### src/rtl/opst_pkg.sv
package opst_pkg;
  localparam int CNT_W       = 4;
  localparam int MAX_CYCLES  = 10;
  localparam int NUM_ENTRIES = 5;

  typedef logic [CNT_W-1:0] cnt_t;

  typedef struct packed {
    logic [7:0] code;
    cnt_t       cycles;
  } cyc_entry_t;

  localparam cyc_entry_t CYC_TABLE [NUM_ENTRIES] = '{
    '{code: 8'h13, cycles: 4'd1},
    '{code: 8'hD4, cycles: 4'd2},
    '{code: 8'h22, cycles: 4'd3},
    '{code: 8'hA4, cycles: 4'd9},
    '{code: 8'h84, cycles: 4'd10}
  };
endpackage

### src/rtl/opst_lookup.sv
module opst_lookup
  import opst_pkg::*;
(
  input  logic [7:0] code_i,
  input  logic [1:0] bytes_i,
  output cnt_t       cycles_o,
  output cnt_t       bytes_eff_o
);
  always_comb begin
    bytes_eff_o = (bytes_i == 2'd0) ? cnt_t'(1) : cnt_t'(bytes_i);
    cycles_o    = bytes_eff_o;
    for (int i = 0; i < NUM_ENTRIES; i++) begin
      if (code_i == CYC_TABLE[i].code) cycles_o = CYC_TABLE[i].cycles;
    end
  end
endmodule

### src/rtl/opst_extra.sv
module opst_extra
  import opst_pkg::*;
(
  input  cnt_t cycles_i,
  input  cnt_t bytes_i,
  output cnt_t extra_o
);
  always_comb begin
    if (cycles_i > bytes_i) extra_o = cycles_i - bytes_i;
    else                    extra_o = '0;
  end
endmodule

### src/rtl/opst_counter.sv
module opst_counter
  import opst_pkg::*;
(
  input  logic clk,
  input  logic rst_n,
  input  logic load_i,
  input  cnt_t load_val_i,
  input  logic strobe_i,
  output cnt_t count_o,
  output logic busy_o,
  output logic last_o
);
  cnt_t count_q;

  always_ff @(posedge clk or negedge rst_n) begin
    if (!rst_n)                        count_q <= '0;
    else if (load_i)                   count_q <= load_val_i;
    else if (strobe_i && busy_o)       count_q <= count_q - cnt_t'(1);
  end

  assign count_o = count_q;
  assign busy_o  = (count_q != '0);
  assign last_o  = busy_o && strobe_i && (count_q == cnt_t'(1));

  AST_HOLD_NO_STROBE: assert property (@(posedge clk) disable iff (!rst_n)
    (!load_i && !strobe_i) |=> $stable(count_q));
  AST_DEC_ON_STROBE: assert property (@(posedge clk) disable iff (!rst_n)
    (!load_i && strobe_i && count_q != '0) |=> (count_q == $past(count_q) - cnt_t'(1)));
  AST_LOAD_NONZERO: assert property (@(posedge clk) disable iff (!rst_n)
    load_i |=> (count_q != '0));
endmodule

### src/rtl/opst_top.sv
module opst_top
  import opst_pkg::*;
(
  input  logic       clk,
  input  logic       rst_n,
  input  logic       mem_strobe,
  input  logic       op_valid,
  input  logic [7:0] op_code,
  input  logic [1:0] op_bytes,
  output logic       stall,
  output logic       exec_done,
  output logic [3:0] cycles_left
);
  cnt_t cyc, bytes_eff, extra, count;
  logic busy, last, accept;

  opst_lookup u_lookup (
    .code_i(op_code), .bytes_i(op_bytes),
    .cycles_o(cyc), .bytes_eff_o(bytes_eff)
  );

  opst_extra u_extra (
    .cycles_i(cyc), .bytes_i(bytes_eff), .extra_o(extra)
  );

  opst_counter u_counter (
    .clk(clk), .rst_n(rst_n),
    .load_i(accept && (extra != '0)), .load_val_i(extra),
    .strobe_i(mem_strobe),
    .count_o(count), .busy_o(busy), .last_o(last)
  );

  assign stall       = busy && !last;
  assign accept      = op_valid && !stall;
  assign exec_done   = last || (accept && (extra == '0));
  assign cycles_left = count;

  AST_CYC_RANGE: assert property (@(posedge clk) disable iff (!rst_n)
    op_valid |-> (cyc >= cnt_t'(1) && cyc <= cnt_t'(MAX_CYCLES)));
  AST_STALL_NONZERO: assert property (@(posedge clk) disable iff (!rst_n)
    stall |-> (cycles_left != '0));
  AST_DONE_NOT_STALL: assert property (@(posedge clk) disable iff (!rst_n)
    exec_done |-> !stall);
  AST_IGNORE_BUSY: assert property (@(posedge clk) disable iff (!rst_n)
    (stall && op_valid && !mem_strobe) |=> $stable(cycles_left));
endmodule

### config.mk
export PLATFORM = sky130hd
export DESIGN_NAME = opst_top
export DESIGN_NICKNAME = d
export VERILOG_FILES = /design/src/rtl/opst_pkg.sv /design/src/rtl/opst_lookup.sv /design/src/rtl/opst_extra.sv /design/src/rtl/opst_counter.sv /design/src/rtl/opst_top.sv
export SDC_FILE = /design/constraint.sdc
export NUM_CORES = 1
export LEC_CHECK = 0
export BUFFER_PORTS_ARGS = -buffer_cell sky130_fd_sc_hd__buf_4
export CORE_AREA = 2 2 39 41
export DETAILED_ROUTE_END_ITERATION = 16
export DIE_AREA = 0 0 41 43
export GPL_ROUTABILITY_DRIVEN = 1
export PLACE_DENSITY = 0.7
export SYNTH_ARGS = -nofsm -noshare
export SYNTH_HDL_FRONTEND = slang
export SYNTH_SLANG_ARGS = --single-unit
### constraint.sdc
create_clock -name clk -period 5.2 [get_ports clk]
set_input_delay 0.78 -clock clk [delete_from_list [all_inputs] [get_ports clk]]
set_output_delay 0.78 -clock clk [all_outputs]
set_load 0.01 [all_outputs]
Word level (Yosys, flattened, before mapping)
Index checks and enable logic that the tools add are counted. Widths: inputs -> output; s select.

Div/mod/pow operators: 0. Add/subtract/negate cells: 2. Bitwise operators: 0. Order comparisons: 1. Muxes and demuxes: 9. Eq/ne operators: 6. Reduce and logical (&&, ||, !) cells: 14. Shift operators: 0. $mul: 0.

Operators with widths (number): $mux 4 (8); $eq 8x8->1 const B (3); $eq 8x5->1 const B (1); $eq 8x6->1 const B (1); $reduce_bool 4->1 (2); $logic_and 1x1->1 (6); $eq 4x1->1 const B (1); $gt 4x2->1 (1); $logic_not 4->1 (1); $sub 4x1->4 const B (1); $sub 4x2->4 (1); $logic_not 1->1 (2); $logic_not 2->1 (1); $mux 2 (1); $reduce_bool 2->1 (1); $logic_or 1x1->1 (1).

Output and inout bits: 6. Bits in read-only memories: 0. Logic and storage cells: 33. RAM bits: 0. Bits in latches: 0. Bits in registers: 4. Memories: 0.

Longest topological paths before layout
Gate-level depths: netlist of the first run.

Depth in word-level cells: 12. Gate-level depth with buffers: 10.

By module
Synthesis of the first run repeated with hierarchy kept, for this count alone.

Cell total of the unflattened synthesis: 87. Area total of the unflattened synthesis: 674.4 sq um.

By module, submodules not included: opst_counter (sequential area each 100.1 sq um, area an instance 270.3 sq um, instances 1, cells an instance 30); opst_extra (sequential area each 0.0 sq um, area an instance 191.4 sq um, instances 1, cells an instance 26); opst_lookup (sequential area each 0.0 sq um, area an instance 172.7 sq um, instances 1, cells an instance 26); opst_top (sequential area each 0.0 sq um, area an instance 40.0 sq um, instances 1, cells an instance 5).

Least setup slack after synthesis of the first run
Ideal clock, no wire load.

Path kind: in2out. Start: input port op_code[7]. End: output port exec_done. Arrival: 2526 ps. Required time: 4420 ps. Stages on the path: 10. Setup slack: 1894 ps. Cell sequence: nor3b_1 > and4_1 > o21ai_0 > o2bb2ai_1 > ha_1 > fa_1 > o21ai_0 > a22oi_1 > nand2_1 > o21ai_0.

Word-level cells in the longest chain between the ends: 11. Elaborated cells on any way between the ends: 16. Classes of those cells: add/sub (1); order compare (1); eq/ne (5); mux (6); reduce/logical (3).

RTL lines: start, declared (RTL line opst_top.sv:8) `input logic [7:0] op_code,`; $eq 8x5->1 (RTL line opst_lookup.sv:13) `if (code_i == CYC_TABLE[i].code) cycles_o = CYC_TABLE[i].cycles;`; $mux 4 (4 in a row) (RTL line opst_lookup.sv:13); $mux 4 * (RTL line opst_lookup.sv:13); $sub 4x2->4 or $gt 4x2->1 (tied branches) (RTL line opst_extra.sv:9) `if (cycles_i > bytes_i) extra_o = cycles_i - bytes_i;`; $mux 4 * (RTL line opst_extra.sv:9); $logic_not 4->1 * (RTL line opst_top.sv:35) `assign exec_done = last || (accept && (extra == '0));`; $logic_and 1x1->1 * (RTL line opst_top.sv:35); $logic_or 1x1->1 * (RTL line opst_top.sv:35); end, declared (RTL line opst_top.sv:11) `output logic exec_done,`.

Every way passes the cells marked *; elsewhere a longest branch is shown, timed or not.

Worst setup path in the final report of the first run
Same ends and word-level chain as after synthesis.

==> results of run 1 <==
-- placed cells by master (no fill, tap or decap), drive strengths merged, types with 2 or more instances in the layout --
master   instances
nor2             3
nor3             2
ha               4
nand2b           3
clkbuf           3
o21ai            4
a21oi            3
o22ai            2
dfrtp            4
inv              4
o2bb2ai          2
a31oi            2
buf             19
nand2            5
-- worst max-delay path, stage by stage --
cell and delay [ns]:
buf_4 0.12, nor3b_1 0.27, o2bb2ai_1 0.15, nand3b_1 0.14, o2bb2ai_1 0.16, ha_1 0.19
fa_1 0.53, o21ai_0 0.11, a22oi_1 0.23, nand2_1 0.09, o21ai_0 0.08, buf_4 0.14
-- per-layer routing --
layer	GRT usage [%]	up-vias
met5	0	-
met1	15.8	244
met3	1.57	2
li1	-	268
met2	26.6	22
met4	6.00	0
-- per-stage QoR --
stage	hold slack (ns)	std cells	util [%]
detailed placement	0.576	93	48.5
global placement	0.574	93	48.5
global route	0.327	96	50.1
floorplan	0.484	59	-
finish	0.327	96	50.1
CTS	0.335	96	50.1
-- final cells by class --
| type | count | area (um2) |
|---|---|---|
| fillers | 149 | 691 |
| flip-flops and latches | 4 | 100 |
| well taps | 16 | 20.0 |
| repair buffers | 19 | 143 |
| inverters | 4 | 15.0 |
| clock buffers | 3 | 22.5 |
| multi-input cells | 50 | 393 |
-- worst paths after layout --
check	startpoint	end	slack (ns)	depth (start not counted)
setup / recovery	op_code[7]	exec_done	1.44	12
hold / removal	rst_n	u_counter.count_o[2]	0.33	1
setup reg to reg	u_counter.count_o[0]	u_counter.count_o[0]	3.67	6
hold reg to reg	u_counter.count_o[3]	u_counter.count_o[3]	0.71	2
max in group asynchronous	rst_n	u_counter.count_o[3]	4.77	1
min in group clk	u_counter.count_o[3]	u_counter.count_o[3]	0.71	2
-- power by group through the flow --
stage	registers (W)	clock network, W	logic [W]
3_3_place_gp	0.0000663	0	0.000173
2_1_floorplan	0.0000711	0	0.000105
6_report	0.0000661	0.0000386	0.000175
3_5_place_dp	0.0000667	0	0.000175
5_1_grt	0.0000694	0.0000402	0.000193
4_1_cts	0.0000664	0.0000376	0.000176
-- logic make-up (layout without fill, tap and decap cells) --
family,count (synthesis),count (layout)
xor gates and xnor gates,1,1
adders and majority gates,5,5
and+or+nand+nor,23,23
buffers and inverters,5,26
DFF,4,4
AOI/OAI and AO/OA,20,20
muxes,1,1
==> metrics.txt, run 1 <==
status complete, no violations; Yosys reg bits 4; DR WL/cell around 12 um; Synth Area in Simple Gates 30.1%; largest net degree at the start of global routing 6; setup_tns 0 ns; drt pass-1 iters 4; Slew @ Worst Pin between 0.2 and 0.3 ns; max_cap viols 0; Tmin final 3.76 ns; CP required approximately 4.4 ns; top cells by count, synth 5 x nand2_1, 4 x dfrtp_1, 4 x ha_1, 4 x inv_1; Sequential Power Share a little under a quarter; setup slack after layout 1.44 ns; Vias between 500 and 600; Leakage roughly 0.32 nW; dpl ws ~1.5 ns; CTS tree built; Starting Density between 30 and 40%; TritonCTS Buffers 3; die area between 1500 and 2000 um2; mapped cell area 512 um2; post-synthesis sequential area ratio between 15 and 20%; final hold violation count 0; total track usage between 10% and 20%; metal1 wirelength 484 um; post-DP HPWL around 950 um; CP Class input pin to primary output; Synth async-reset ratio 100%; met3 wire len between 70 and 80 um; Yosys top cell area share 19.6%; root buf cell clkbuf_4; nets@finish just over 100; Slew headroom between 80% and 90%; layout cells sized above 1 between 30 and 40%; main combinational cell family by area after synthesis simple AND/OR/NAND/NOR gates; first-pass GRT wire length 1780 um; Tot Pwr about 0.00028 W; Avg Vias per Cell roughly 5.6; fin crit share about 72%; Power Internal 0.000165 W; gpl congestion ~0.71; total of warnings raised by yosys 0; die width approximately 41 um; Antenna Nets Post-Route 0; I/O pin total 20; area delta synth->final 35.5%; worst vdd ir 129 uV; placed cell area 671 um2; critical path peak fanout 3; XOR/XNOR share of the synthesized area approximately 1.7%; Hold/Removal Path Class input pin to async pin; number of flops mapped to enable cells by yosys 0; Max Freq around 0.27 GHz; Top FF cell, synth dfrtp_1; Slew Limit Fails 0; Avg Cell Area, Syn ~8.7 um2; initial antenna violation count 0; met2 wire length between 500 and 600 um; highest routed layer met4; Routed WL approximately 1200 um; clock transition at the registers of the reported paths 0.04 ns; post-synthesis mux area share slightly below 3%; RSZ-0062 raised after global routing false; Final setup viols 0; GRT Residual Overflow 0; area of the core between 1000 and 1500 um2; DRC Markers 0; Post-Syn Nets 78; Sw Share 41.2%; count leader, synth nand2_1; Clock power frac between 10% and 20%; Setup crit end kind primary output; Post-Synth Adder-Cell Area a little over an eighth; clk_skew ~0.0034 ns; # H-tree levels 1; post-synth top area cell dfrtp_1; Syn Inst Count about 60; critical path startpoint category input pin; worst skew pair latency about 0.24 ns; logic gate share of total power 62.6%; Net Sw Power between 0.0001 and 0.00015 W; post_cts resized 0; vias in the first global route around 480; Sink Count 4; PortBufs 19; Power Density 404 nW/um2; Detailed Route Iter0 Violations 7; Worst EP arrival roughly 3.0 ns; Setup Buffers After CTS 0; Netlist cell types 36; Diodes inserted 0; Hold-fix buffers, CTS 0; clk buf depth 2; Site Rows 14; Die Y approximately 43 um; fin area slightly below 700 um2; dominant cells by area after synthesis dfrtp_1 20%, ha_1 9.8%, fa_1 3.9%; post-synthesis compound-gate area fraction between 20% and 30%; max reg flops 4
Power figures use the tool's default switching activity.
==> run 2, diff against run 1 <==
--- a/config.mk
+++ b/config.mk
@@ -5,12 +5,13 @@
 export SDC_FILE = /design/constraint.sdc
 export NUM_CORES = 1
 export LEC_CHECK = 0
+export ABC_AREA = 1
 export BUFFER_PORTS_ARGS = -buffer_cell sky130_fd_sc_hd__buf_4
-export CORE_AREA = 2 2 39 41
+export CORE_MARGIN = 2
+export CORE_UTILIZATION = 40
 export DETAILED_ROUTE_END_ITERATION = 16
-export DIE_AREA = 0 0 41 43
 export GPL_ROUTABILITY_DRIVEN = 1
-export PLACE_DENSITY = 0.7
+export PLACE_DENSITY = 0.71
 export SYNTH_ARGS = -nofsm -noshare
 export SYNTH_HDL_FRONTEND = slang
 export SYNTH_SLANG_ARGS = --single-unit
==> constraint.sdc (replaced) <==
create_clock -name clk -period 3.8 [get_ports clk]
set_input_delay 0.57 -clock clk [delete_from_list [all_inputs] [get_ports clk]]
set_output_delay 0.57 -clock clk [all_outputs]
set_load 0.01 [all_outputs]
==> metrics.txt, run 2 <==
status complete, no violations; setup_tns 0 ns (unchanged); total track usage 14.5% (-0.14 points); max reg flops 4 (unchanged); Reg2Reg Launch Point u_counter.count_o[0]; Slew Limit Fails 0 (unchanged); Global Route met3 Usage 0% (-1.6 points); clk buf depth 2 (unchanged); Tot Pwr 0.000387 W (+38%); Syn Inst Count 97 (+64%); Hold/Removal Path Class input pin to async pin; GRT met1 Usage 19.1% (+3.3 points); worst skew pair latency 0.22 ns (-0.02 ns); GRT Residual Overflow 0 (unchanged); Post-Syn Nets 116 (+49%); GR Util met2 26.4% (-0.20 points); Avg Cell Area, Syn 6.29 um2 (-27%); critical path peak fanout 4 (+1); Setup Buffers After CTS 0 (unchanged); Avg Vias per Cell 4.76 (-15%); Routed WL 1200 um (+3.6%); R2R setup slack 2.07 ns (-1.60 ns); post-DP HPWL 1040 um (+9.0%); Sequential Power Share 23.6% (about the same); area delta synth->final 29.7%; count leader, synth nand2_1; multi-input logic area 433 um2 (+10%); clock transition at the registers of the reported paths 0.04 ns (about the same); layout cells sized above 1 30.5% (-5.7 points); commonest non-fill, non-tap cell in the layout nand2_1; final hold violation count 0 (unchanged); Synth async-reset ratio 100% (unchanged); commonest non-fill, non-tap cells in the layout 29 x nand2_1, 19 x buf_4, 15 x inv_1, 11 x nand3_1, 6 x nor2_1; Final setup viols 0 (unchanged); Tmin final between 3 and 4 ns; Power Internal 0.000212 W (+29%); Antenna Nets Post-Route 0 (unchanged); fin crit share approximately 86%; Leakage 0.471 nW (+46%); Slew headroom 83.2% (+1.4 points); top cells by count, synth 29 x nand2_1, 15 x inv_1, 11 x nand3_1; Worst EP arrival 2.70 ns (-0.28 ns); Starting Density 41.5% (+4.5 points); Slew @ Worst Pin 0.250 ns (-0.0220 ns); CP Class input pin to primary output; Vias 638 (+19%); I/O pin total 20 (unchanged); area of the core 1470 um2 (+6.3%); CTS tree built; Die Y 43.1 um (+0.16%); RSZ-0062 raised after global routing false; Util after Layout 53.8% (+3.7 points); gr busiest metal met2; dominant cells by area after synthesis nand2_1 18%, dfrtp_1 16%, inv_1 9.2%; post-synth top area cell nand2_1; clk_skew 0.00157 ns (-0.00184 ns); CP required 3.23 ns (-1.19 ns); CP endpoint exec_done; root buf cell clkbuf_4; first-pass GRT wire length 2140 um (+20%); mapped cell area 611 um2 (+19%); Sw Share 45.3% (+4.2 points); largest net degree at the start of global routing 9 (+3); # fillers 157 (+5.4%); Netlist cell types 26 (-28%); cells on worst reg2reg path 12 (+6); DRC Markers 0 (unchanged); drt pass-1 iters 4 (unchanged); FF-to-FF End u_counter.count_o[1]; logic gate share of total power 63.7% (+1.1 points); total of warnings raised by yosys 0 (unchanged); Top FF cell, synth dfrtp_1; Diodes inserted 0 (unchanged); # H-tree levels 1 (unchanged); Hold-fix buffers, CTS 0 (unchanged); Clock power frac 12.7% (-1.1 points); worst vdd ir 395 uV (+210%); Detailed Route Iter0 Violations 8 (+1); Sink Count 4 (unchanged); Net Sw Power 0.000175 W (+52%); Yosys top cell area share 17.8% (-1.7 points); max_cap viols 0 (unchanged); Yosys reg bits 4 (unchanged); post-synthesis sequential area ratio 16.4% (-3.2 points); PortBufs 19 (unchanged); Setup crit end kind primary output; TritonCTS Buffers 3 (unchanged); die area 1860 um2 (+5.2%); Max Freq between 0.3 and 0.4 GHz; gpl congestion 0.800 (+12%); post_cts resized 0 (unchanged); initial antenna violation count 0 (unchanged); DR WL/cell 8.94 um (-26%); Power Density 489 nW/um2 (+21%); CP Launch Point op_code[3]; Site Rows 14 (unchanged); nets@finish 139 (+38%); vias in the first global route 575 (+20%); number of flops mapped to enable cells by yosys 0 (unchanged); critical path startpoint category input pin; Reg area 100 um2 (unchanged); die width 43.1 um (+5.0%)
## run 2: per-layer routing
layer	vias up	part of all wire [%]
li1	350	-
met1	272	45
met2	16	51
met3	0	4.3
met4	0	0
met5	-	0
## run 2: worst max-delay path, stage by stage
cell and delay [ns]:
buf_4 0.11, nor2_1 0.09, nand2_1 0.05, nor3_1 0.21
nand3_1 0.14, nand3_1 0.10, nand2_1 0.06, nand3_1 0.06
nand2_1 0.06, ha_1 0.20, fa_1 0.40, inv_1 0.07
nand2_1 0.06, nand3_1 0.11, nand2_1 0.07, nand2_2 0.12
o31ai_1 0.07, buf_4 0.14
## run 2: cells by family after synthesis
family / count (synthesis) / share of synthesized area [%]
AO/OA/AOI/OAI: 9 / 11.3
flip-flops: 4 / 16.4
AND/OR/NAND/NOR: 58 / 46.7
buffers and inverters: 20 / 12.7
XOR/XNOR: 1 / 1.43
adder cells (fa/ha/maj): 5 / 11.5
## run 2: through the flow
step           worst slack, ns  area [um2]  hold WS [ns]  instances
2_1_floorplan            0.844         611         0.274         97
3_3_place_gp             0.595         769         0.366        131
3_5_place_dp             0.543         769         0.366        131
4_1_cts                  0.537         792         0.127        134
6_report                 0.534         792         0.131        134
5_1_grt                  0.223         792         0.126        134
## run 2: final cells by class
type	count	area share [%]
inverter	19	9.32
sequential	4	12.6
tap	16	2.53
clock buffer	3	2.84
multi-input combinational	73	54.7
timing repair buffer	19	18.0
## run 2: power by group through the flow
stage	sequential, W	clock [W]	combinational, W
2_1_floorplan	0.0000967	0	0.000161
3_3_place_gp	0.0000902	0	0.000246
3_5_place_dp	0.0000914	0	0.000250
4_1_cts	0.0000908	0.0000511	0.000251
5_1_grt	0.0000954	0.0000536	0.000279
6_report	0.0000913	0.0000491	0.000247
## run 2: how the worst min path moves through the flow
stage,cells past startpoint,end,from
5_1_grt,1,u_counter.count_o[1],rst_n
2_1_floorplan,0,u_counter.count_o[0],rst_n
4_1_cts,1,u_counter.count_o[2],rst_n
3_5_place_dp,1,u_counter.count_o[1],rst_n
3_3_place_gp,1,u_counter.count_o[1],rst_n
6_report,1,u_counter.count_o[2],rst_n
